## config.mk

```make
export PLATFORM = sky130hd
export DESIGN_NAME = dma_xreq_handshake
export DESIGN_NICKNAME = d
export VERILOG_FILES = /design/src/rtl/dma_xreq_pkg.sv /design/src/rtl/xreq_sync.sv /design/src/rtl/xreq_detect.sv /design/src/rtl/xreq_accept.sv /design/src/rtl/xack_gen.sv /design/src/rtl/dma_xreq_handshake.sv
export SDC_FILE = /design/constraint.sdc
export NUM_CORES = 1
export LEC_CHECK = 0
export ABC_AREA = 1
export BUFFER_PORTS_ARGS = -buffer_cell sky130_fd_sc_hd__buf_2
export CAP_MARGIN = 15
export CORE_AREA = 2 2 39 41
export CTS_BUF_LIST = sky130_fd_sc_hd__clkbuf_16
export CTS_CLUSTER_SIZE = 16
export DETAILED_ROUTE_END_ITERATION = 6
export DIE_AREA = 0 0 41 43
export PLACE_DENSITY = 0.56
export SYNTH_ARGS = -nofsm -noshare
export SYNTH_HDL_FRONTEND = slang
export SYNTH_SLANG_ARGS = --single-unit
```

## constraint.sdc

```tcl
create_clock -name clk -period 1 [get_ports clk]
set_input_delay 0.1 -clock clk [delete_from_list [all_inputs] [get_ports clk]]
set_output_delay 0.1 -clock clk [all_outputs]
set_load 0.1 [all_outputs]
```

## src/rtl/dma_xreq_pkg.sv

```systemverilog
package dma_xreq_pkg;
  // Controls that only low-numbered channels honour.
  typedef struct packed {
    logic fall_det;
    logic acc_low;
    logic ack_on_wr;
  } xreq_ctl_t;

  localparam int unsigned HONOUR_CHANNELS = 2;
  localparam xreq_ctl_t   CTL_NEUTRAL     = '0;
endpackage

```

## src/rtl/xreq_sync.sv

```systemverilog
module xreq_sync #(
  parameter int unsigned STAGES    = 2,
  parameter logic        RESET_VAL = 1'b1
) (
  input  logic clk,
  input  logic rst,
  input  logic din,
  output logic dout
);
  logic [STAGES-1:0] sh;

  always_ff @(posedge clk) begin
    if (rst) sh <= {STAGES{RESET_VAL}};
    else     sh <= {sh[STAGES-2:0], din};
  end

  assign dout = sh[STAGES-1];
endmodule

```

## src/rtl/xreq_detect.sv

```systemverilog
module xreq_detect (
  input  logic clk,
  input  logic rst,
  input  logic pin_s,      // synchronised, active low
  input  logic fall_mode,
  input  logic burst_mode,
  input  logic take_ok,
  input  logic tc,
  output logic pending
);
  logic prev_q, flag_q, burst_q, pend_q;
  logic fall, flag_d, burst_d, pend_d;

  assign fall    = prev_q & ~pin_s;
  // new edge wins over a take in the same cycle
  assign flag_d  = fall_mode & (fall | (flag_q & ~take_ok));
  // terminal count wins over a take in the same cycle
  assign burst_d = fall_mode & burst_mode & ~tc & (burst_q | take_ok);
  assign pend_d  = fall_mode ? (flag_d | burst_d) : ~pin_s;

  always_ff @(posedge clk) begin
    if (rst) begin
      prev_q  <= 1'b1;
      flag_q  <= 1'b0;
      burst_q <= 1'b0;
      pend_q  <= 1'b0;
    end else begin
      prev_q  <= pin_s;
      flag_q  <= flag_d;
      burst_q <= burst_d;
      pend_q  <= pend_d;
    end
  end

  assign pending = pend_q;
endmodule

```

## src/rtl/xreq_accept.sv

```systemverilog
module xreq_accept (
  input  logic clk,
  input  logic rst,
  input  logic take_ok,
  input  logic acc_low,
  output logic acc_out
);
  logic acc_q;

  always_ff @(posedge clk) begin
    if (rst) acc_q <= 1'b0;
    else     acc_q <= take_ok ^ acc_low;
  end

  assign acc_out = acc_q;
endmodule

```

## src/rtl/xack_gen.sv

```systemverilog
module xack_gen (
  input  logic clk,
  input  logic rst,
  input  logic rd_phase,
  input  logic wr_phase,
  input  logic single,
  input  logic on_wr,
  output logic ack_n
);
  logic ack_q, hit;

  assign hit = single ? (rd_phase | wr_phase)
                      : (on_wr ? wr_phase : rd_phase);

  always_ff @(posedge clk) begin
    if (rst) ack_q <= 1'b1;
    else     ack_q <= ~hit;
  end

  assign ack_n = ack_q;
endmodule

```

## src/rtl/dma_xreq_handshake.sv

```systemverilog
module dma_xreq_handshake
  import dma_xreq_pkg::*;
#(
  parameter int unsigned CHANNEL     = 0,
  parameter int unsigned SYNC_STAGES = 2
) (
  input  logic clk,
  input  logic rst,
  input  logic cfg_edge,
  input  logic cfg_accept_low,
  input  logic cfg_ack_write,
  input  logic cfg_burst,
  input  logic cfg_single,
  input  logic xreq_n,
  input  logic eng_take,
  input  logic eng_tc,
  input  logic eng_rd_phase,
  input  logic eng_wr_phase,
  output logic req_pending,
  output logic accept_out,
  output logic xack_n
);
  localparam xreq_ctl_t CTL_MASK = (CHANNEL < HONOUR_CHANNELS) ? '1 : CTL_NEUTRAL;

  xreq_ctl_t ctl_raw, ctl_eff;
  logic      edge_eff, acc_low_eff, ack_wr_eff;
  logic      pin_s, take_ok;

  assign ctl_raw     = '{fall_det: cfg_edge, acc_low: cfg_accept_low, ack_on_wr: cfg_ack_write};
  assign ctl_eff     = ctl_raw & CTL_MASK;
  assign edge_eff    = ctl_eff.fall_det;
  assign acc_low_eff = ctl_eff.acc_low;
  assign ack_wr_eff  = ctl_eff.ack_on_wr;

  assign take_ok = eng_take & req_pending;

  xreq_sync #(.STAGES(SYNC_STAGES), .RESET_VAL(1'b1)) u_sync (
    .clk (clk), .rst (rst), .din (xreq_n), .dout (pin_s)
  );

  xreq_detect u_detect (
    .clk        (clk),
    .rst        (rst),
    .pin_s      (pin_s),
    .fall_mode  (edge_eff),
    .burst_mode (cfg_burst),
    .take_ok    (take_ok),
    .tc         (eng_tc),
    .pending    (req_pending)
  );

  xreq_accept u_accept (
    .clk (clk), .rst (rst), .take_ok (take_ok),
    .acc_low (acc_low_eff), .acc_out (accept_out)
  );

  xack_gen u_ack (
    .clk      (clk),
    .rst      (rst),
    .rd_phase (eng_rd_phase),
    .wr_phase (eng_wr_phase),
    .single   (cfg_single),
    .on_wr    (ack_wr_eff),
    .ack_n    (xack_n)
  );
endmodule

```

* After elaboration in Yosys (flattened, before gate mapping)
Index checks and enable logic that the tools add are counted.
** Operators by class
- Add/sub/neg operators :: 0
- Multiply operators :: 0
- Divide/modulo/power cells :: 0
- $lt $le $gt $ge :: 0
- Equality and inequality tests :: 0
- Shift operators :: 0
- Multiplexer cells :: 3
- Bitwise operators :: 16
- Reduce and logical (&&, ||, !) cells :: 0
** Operator list (number)
- bitwise AND 1 bit :: 7
- inverter 1 bit :: 4
- bitwise OR 1 bit :: 4
- 2-to-1 mux 1 bit :: 3
- XOR 1 bit :: 1
** Word-level totals
- Register bits after elaboration :: 8
- Latch bits :: 0
- Memory bits (writable) :: 0
- ROM bits :: 0
- Input bits :: 12
- Output and inout port bits :: 3
- Logic and storage cells :: 26
- Memories :: 0

* Logic depth before layout (Yosys ltp)
Gate-level depths: netlist of run 1.
- Word-level depth :: 7
- Gate-level depth with buffers :: 6
- Mapped depth without buffers :: 6

* By module
Synthesis of run 1 repeated with hierarchy kept, for this count alone.
** Second synthesis, totals
- Cells, all modules :: 46
- Area, all modules :: 335.3 um^2
** By module, submodules not included
- xreq_detect :: times used 1, cells each 23, area each 182.7 um^2, seq. area each 80.1 um^2
- xreq_sync :: times used 1, cells each 7, area each 58.8 um^2, seq. area each 40.0 um^2
- xack_gen :: times used 1, cells each 8, area each 47.5 um^2, seq. area each 20.0 um^2
- xreq_accept :: times used 1, cells each 6, area each 38.8 um^2, seq. area each 20.0 um^2
- dma_xreq_handshake :: times used 1, cells each 2, area each 7.5 um^2, seq. area each 0.0 um^2

* Worst setup path after synthesis of run 1
Ideal clock, no wire load.
- Path type :: reg2reg
- Start point :: reg u_detect.pend_q, in the netlist u_detect.pending
- End point :: reg u_detect.pend_q, in the netlist u_detect.pending
- Setup time :: 113 ps
- Arrival :: 1406 ps
- Required time :: 887 ps
- Path slack :: -520 ps
- Cell stages (with the launch flop) :: 6
- Path buffers :: 0
- Clock period less this slack :: 1520 ps
- Path through :: dfxtp_1 nand2_1 nand2_1 nand2_1 nand3_1 nand2_1
** On the way
- Word-level cells in the longest chain between the ends :: 7
- Elaborated cells between the ends (all ways) :: 9
- Classes of those cells :: 1 x mux; 8 x bitwise
** RTL lines
- start, declared :: RTL line xreq_detect.sv:11 : logic prev_q, flag_q, burst_q, pend_q;
- start signal, assigned :: RTL line xreq_detect.sv:31 : pend_q <= pend_d;
- bitwise AND 1 bit * :: RTL line dma_xreq_handshake.sv:35 : assign take_ok = eng_take & req_pending;
- inverter 1 bit :: RTL line xreq_detect.sv:16 : assign flag_d = fall_mode & (fall | (flag_q & ~take_ok));
- bitwise AND 1 bit :: RTL line xreq_detect.sv:16
- bitwise OR 1 bit :: RTL line xreq_detect.sv:16
- bitwise AND 1 bit :: RTL line xreq_detect.sv:16
- bitwise OR 1 bit * :: RTL line xreq_detect.sv:19 : assign pend_d = fall_mode ? (flag_d | burst_d) : ~pin_s;
- 2-to-1 mux 1 bit * :: RTL line xreq_detect.sv:19
Mark *: on every way between the ends. The rest lies on a longest branch, timed or not.
A chain may end at the register's enable or synchronous reset.

* Final worst setup path of run 1
Ends and elaborated chain as after synthesis.

==> impl_metrics.json, run 1 <==
{
  "status": "complete, no violations",
  "netlist_area_um2": 288,
  "fin_tns_setup_ps": 0,
  "hold_depth": 2,
  "reg2reg_to": "u_detect.pending",
  "cp_cell_sequence": "nand2_1 -> nand2_1 -> nand3_1 -> nand2_1 -> inv_1 -> nand2_1",
  "rrSetupSlack_ps": 150,
  "max-vdd-ir-drop_uv": 932,
  "finClkSkew_ps": 4.31,
  "synth.ff_latch_count": 8,
  "htree_levels": 1,
  "regArea_um2": 166,
  "wl_um": 567,
  "port_buffers": 14,
  "timing.final.ws_setup_ps": 148,
  "maxSlewHeadroom_pct": 90.1,
  "dpl.cell_count": 67,
  "insertion_delay_ps": 230,
  "cts-root-buf": "clkbuf_16",
  "final_hold_viol_count": 0,
  "setup_viol": 0,
  "synthXorXnorAreaFrac_pct": 3.04,
  "drv_slew": 0,
  "cts_tree": "built",
  "drv_cap": 0,
  "ios": 15,
  "ant_nets": 0,
  "viasPerCell": 4.10,
  "grt_pass1_wl_mm": 1.04,
  "synth-compound-area-share_pct": 3.48,
  "holdWs_ps": 49.2,
  "dp.final_hpwl_um": 426,
  "cpPeakStageDelay_ps": 340,
  "drt_iter0_drc": 4,
  "fin_nets": 68,
  "grt_usage_pct": 9.87,
  "post-place-ws_ps": 143,
  "rsz0062_at_grt": "no",
  "wl_met1_um": 225,
  "overflow": 0,
  "dr.max_layer_used": "met4",
  "cp_max_fo": 3,
  "drc_errors": 0,
  "worst_slew_pin_slew_ps": 147,
  "cp_slowest_cell": "dfxtp_4",
  "wl_met3_um": 76,
  "chipWidth_um": 41,
  "p_leak_nw": 0.279,
  "synth_cell_types": 10,
  "ff2ff_path_depth": 6,
  "multi_input_area_um2": 97.6,
  "core.rowCount": 14,
  "synth-simple-area-share_pct": 27.4,
  "hold_path_class": "in -> reg",
  "r2r_start": "u_detect.pending",
  "power.density_mw_per_mm2": 2270,
  "cts.clk_slew.worst_paths_ps": 40,
  "cp-end-kind": "flip-flop",
  "synthCells": 37,
  "cp_data_required_time_ps": 1130,
  "hold_end": "u_sync.sh[0]",
  "gp_congestion": 0.581,
  "synth_nets": 49,
  "syn2layout_area_growth_pct": 76.5,
  "yosysWarnings": 0,
  "fmax_mhz": 1170,
  "antenna_found_initial": 0,
  "synthAdderAreaFrac_pct": 0,
  "cp.arrival_ps": 980,
  "placed_area_um2": 429,
  "final.period_utilization_pct": 85.2,
  "clk_path_buf_depth": 2,
  "cts_hold_buf": 0,
  "dieArea_mm2": 0.00176,
  "vias": 291,
  "clkSinkCount": 8,
  "cts_buffers": 3,
  "start_util_pct": 20.8,
  "met2_length_um": 233,
  "dr.pass1.iters": 4,
  "crit_type": "reg -> reg",
  "coreArea_mm2": 0.00138,
  "yosysSeqAreaShare_pct": 55.7,
  "synth_top_family_by_area": "simple AND/OR/NAND/NOR gates",
  "final_layout_size_suffix_gt1_share_pct": 40.0,
  "period_needed_ps": 852,
  "antenna_cells": 0,
  "cts_setup_buffers": 0,
  "p_total_mw": 1.15,
  "stdcell_area_um2": 508,
  "grt_max_degree": 6,
  "routedWlPerCell_um": 7.99,
  "fin_util_pct": 36.7,
  "cts_resized": 0,
  "cp_common_cell": "nand2_1",
  "hp-start": "xreq_n",
  "avgSynthCellArea_um2": 7.78,
  "synth_mux_area_share_pct": 0,
  "fillCellCount": 156,
  "stdcell_count": 71,
  "die_h_um": 43,
  "critPathLaunchType": "flip-flop",
  "grt_pass1_vias": 276
}
-- critical path: cells and delay by family, from the launching register on --
family                 cells  cell delay [ps]
buffers and inverters      1               40
flip-flops                 1              340
AND/OR/NAND/NOR            5              360
-- layer usage --
metal	vias up	track usage, %
met5	-	0
met3	4	6.28
li1	145	-
met1	124	9.74
met2	18	12.8
met4	0	10.0
-- report_power, final --
part	leakage (nW)	internal, mW	switching, mW
Combinational	0.170	0.0531	0.0785
Sequential	0.0666	0.334	0.00724
Clock	0.0423	0.521	0.161
-- kinds of logic after synthesis --
family	count (synthesis)
AOI/OAI and AO/OA	2
DFF	8
and+or+nand+nor	18
buffers and inverters	8
xor gates and xnor gates	1
-- flip-flops by register name, summed over array words and instances (netlist names) --
name / count
u_sync.sh: 2
u_accept.acc_out: 1
u_detect.prev_q: 1
u_detect.pending: 1
u_ack.ack_n: 1
u_detect.flag_q: 1
u_detect.burst_q: 1
-- synth_stat cells (all sizes together) --
cell type | number | area share [%]
dfxtp | 8 | 56
inv | 8 | 10
nand2 | 11 | 14
nand3 | 2 | 3.5
nand3b | 1 | 2.6
nor2 | 2 | 2.6
o21ai | 2 | 3.5
or2 | 2 | 4.3
xor2 | 1 | 3.0
-- area by class of cell --
class | count | share of cell area [%]
Sequential cell | 8 | 32.8
Timing Repair Buffer | 14 | 22.7
Multi-Input combinational cell | 21 | 19.2
Clock buffer | 3 | 14.8
Inverter | 8 | 5.91
Tap cell | 16 | 3.94
Clock inverter | 1 | 0.739
-- placed cells by master (no fill, tap or decap) --
cell	synthesis	final
dfxtp_1	8	5
nor2_1	2	2
inv_2	2	2
or2_1	2	2
o21ai_0	2	2
dfxtp_4	0	1
buf_12	0	3
xor2_1	1	1
inv_1	6	7
dfxtp_2	0	2
buf_2	0	11
nand3_1	2	2
nand2_1	11	11
nand3b_1	1	1
clkbuf_16	0	3
-- how the worst max path moves through the flow --
| stage | start | cells after the start | end | slack, ps |
|---|---|---|---|---|
| after global routing | u_detect.pending | 6 | u_detect.pending | 80 |
| after global placement | u_detect.pending | 6 | u_detect.pending | 150 |
| after floorplan | u_detect.pending | 5 | u_detect.pending | -4 |
| after CTS | u_detect.pending | 6 | u_detect.pending | 140 |
| after detailed placement | u_detect.pending | 6 | u_detect.pending | 140 |
| final | u_detect.pending | 6 | u_detect.pending | 150 |
Note: power is estimated with default switching activity, not from simulation.
==> inputs of run 2 (changes only) <==
Settings changed: ABC_AREA 1 to default, REMOVE_ABC_BUFFERS from default to 1.
==> run 2 against run 1 <==
  * Non-clock buffer count increased by 1
  * Worst setup slack got worse by 130 ps
  * Critical path depth decreased by 3
  * First-iteration DRC count decreased by 50%
  * Via count decreased by 9.6%
  * Clock skew decreased by 3.8 ps
  * Sequential power about the same
  * Register-to-register slack got worse by 130 ps
  * Area after synthesis decreased by 1.7%
==> impl_metrics.json, run 2 <==
{
  "clk_path_buf_depth": 2,
  "dieArea_mm2": 0.00176,
  "crit_buf_inv": 0,
  "coreArea_mm2": 0.00138,
  "viasPerCell": 4.11,
  "cts-root-buf": "clkbuf_16",
  "netSwitchingFraction_pct": 19.2,
  "cp.arrival_ps": 1130,
  "dpl.cell_count": 61,
  "avgSynthCellArea_um2": 9.43,
  "ant_nets": 0,
  "final.period_utilization_pct": 98.1,
  "insertion_delay_ps": 230,
  "rsz0062_at_grt": "yes",
  "antenna_found_initial": 0,
  "cp_data_required_time_ps": 1150,
  "overflow": 0,
  "yosysSeqAreaShare_pct": 56.6,
  "synth.ff_latch_count": 8,
  "fin_nets": 62,
  "drt_iter0_drc": 2,
  "synthTopCellsByArea": "dfxtp_1 57%, or2_2 6.6%, nand2b_1 4.4%",
  "critical_path.top_delay_family": "simple AND/OR/NAND/NOR gates",
  "grt_usage_pct": 8.46,
  "rrSetupSlack_ps": 20,
  "seqPwrFrac_pct": 30.5,
  "yosysMostFrequentCell": "dfxtp_1",
  "grt_pass1_wl_um": 972,
  "drc_errors": 0,
  "largest_reg_flops": 2,
  "synth_commonest_cells": "8 x dfxtp_1, 3 x nor2_1, 3 x or2_2",
  "p_int_mw": 0.903,
  "synthCells": 30,
  "post-place-ws_ps": -7.68,
  "start_util_pct": 20.4,
  "final_cell_mix": "11 x buf_2, 7 x dfxtp_1",
  "reg2reg_to": "u_detect.pending",
  "vias": 263,
  "ios": 15,
  "routedWlPerCell_um": 7.92,
  "cts_setup_buffers": 0,
  "hold_end": "u_sync.sh[0]",
  "drv_cap": 0,
  "p_leak_nw": 0.229,
  "port_buffers": 14,
  "cp.depth": 3,
  "synth_largest_area_cell": "dfxtp_1",
  "yosysWarnings": 0,
  "syn2layout_area_growth_pct": 79.6,
  "fin_tns_setup_ps": 0,
  "antenna_cells": 0,
  "hold_path_class": "in -> reg",
  "r2r_start": "u_detect.pending",
  "status": "complete, no violations",
  "cp-end-kind": "flip-flop",
  "crit_type": "reg -> reg",
  "critPathLaunchType": "flip-flop",
  "cpPeakStageDelay_ps": 370,
  "hold_depth": 2,
  "yosys_most_used_dff": "dfxtp_1",
  "finClkSkew_ps": 0.537,
  "htree_levels": 1,
  "max-vdd-ir-drop_uv": 872,
  "stdcell_count": 64,
  "dp.final_hpwl_um": 418,
  "maxSlewHeadroom_pct": 90.3,
  "period_needed_ps": 981,
  "die_h_um": 43,
  "cts_buffers": 3,
  "dr.pass1.iters": 2,
  "ff2ff_path_depth": 3,
  "gp_congestion": 0.676,
  "clockPowerShare_pct": 58.1,
  "cp_cell_sequence": "a21oi_2 -> or3b_4 -> a31oi_1",
  "ys_async_sr_fraction_pct": 0,
  "synth_cell_types": 15,
  "worst_slew_pin_slew_ps": 144,
  "grt_pass1_vias": 266,
  "largest-register": "u_sync.sh",
  "yosysTopAreaCellShare_pct": 56.6,
  "cts_tree": "built",
  "clkSinkCount": 8,
  "grt_max_degree": 8,
  "combinationalPowerShare_pct": 11.4,
  "cts.clk_slew.worst_paths_ps": 30,
  "final_hold_viol_count": 0,
  "cp_max_fo": 2,
  "cp_slowest_cell": "or3b_4",
  "hp-start": "xreq_n",
  "drv_slew": 0,
  "setup_viol": 0,
  "power.density_mw_per_mm2": 2200,
  "fmax_mhz": 1020,
  "final_layout_size_suffix_gt1_share_pct": 50.0,
  "stdcell_area_um2": 508,
  "p_sw_mw": 0.214,
  "core.rowCount": 14,
  "synth-edff-count": 0,
  "chipWidth_um": 41,
  "final_common_cell": "buf_2",
  "wl_um": 507,
  "netlist_area_um2": 283,
  "timing.final.ws_setup_ps": 18.7,
  "placed_area_um2": 425
}
[run 2: cell types whose count changed after synthesis, sizes merged, moves of 2 or more]
cell,change
inv,-6
nand3,-2
nand2,-9
a21oi,+2
nand2b,+2
[run 2: per-layer routing]
metal | part of all wire, % | track usage, % | vias up
met2 | 42 | 11.9 | 13
met5 | 0 | 0 | -
li1 | - | - | 138
met4 | 0 | 4.00 | 0
met1 | 45 | 9.09 | 112
met3 | 13 | 6.28 | 0
[run 2: worst max-delay path by stage]
stage                           from          endpoint  slack, ps
floorplan           u_detect.pending  u_detect.pending       -670
global placement    u_detect.pending  u_detect.pending         60
detailed placement  u_detect.pending  u_detect.pending         -8
CTS                 u_detect.pending  u_detect.pending         -2
global route        u_detect.pending  u_detect.pending        -20
finish              u_detect.pending  u_detect.pending         20
[run 2: power groups by stage]
stage	Sequential [mW]	Clock (mW)	Combinational [mW]
finish	0.341	0.649	0.127
global route	0.342	0.690	0.137
CTS	0.341	0.670	0.128
detailed placement	0.346	0	0.127
global placement	0.345	0	0.127
floorplan	0.390	0	0.0216
[run 2: repair_timing]
action                     in CTS  in global routing
hold buffers                    0                  0
resized for setup               2                  1
pin swaps                       0                  1
setup endpoints to repair       1                  1
[run 2: cell families (layout without fill, tap and decap cells)]
| group | count (synthesis) | count (layout) | synth area share, % |
|---|---|---|---|
| AO/OA/AOI/OAI | 6 | 6 | 12.8 |
| XOR/XNOR | 1 | 1 | 3.10 |
| buffers and inverters | 2 | 20 | 2.66 |
| flip-flops | 8 | 8 | 56.6 |
| AND/OR/NAND/NOR | 13 | 13 | 24.8 |
[run 2: per-stage QoR]
stage               power, mW  hold slack, ps  utilization [%]
detailed placement      0.473             284             30.7
CTS                      1.14            49.7             36.5
global route             1.17            55.2             36.7
finish                   1.12            54.9             36.7
global placement        0.472             282             30.7
floorplan               0.412             172                -
[run 2: area by class of cell]
class | instances | area [µm²]
Inverter | 2 | 7.51
Multi-Input combinational cell | 20 | 121
Clock buffer | 3 | 75.1
Fill cell | 152 | 876
Tap cell | 16 | 20.0
Timing Repair Buffer | 15 | 123
Sequential cell | 8 | 161
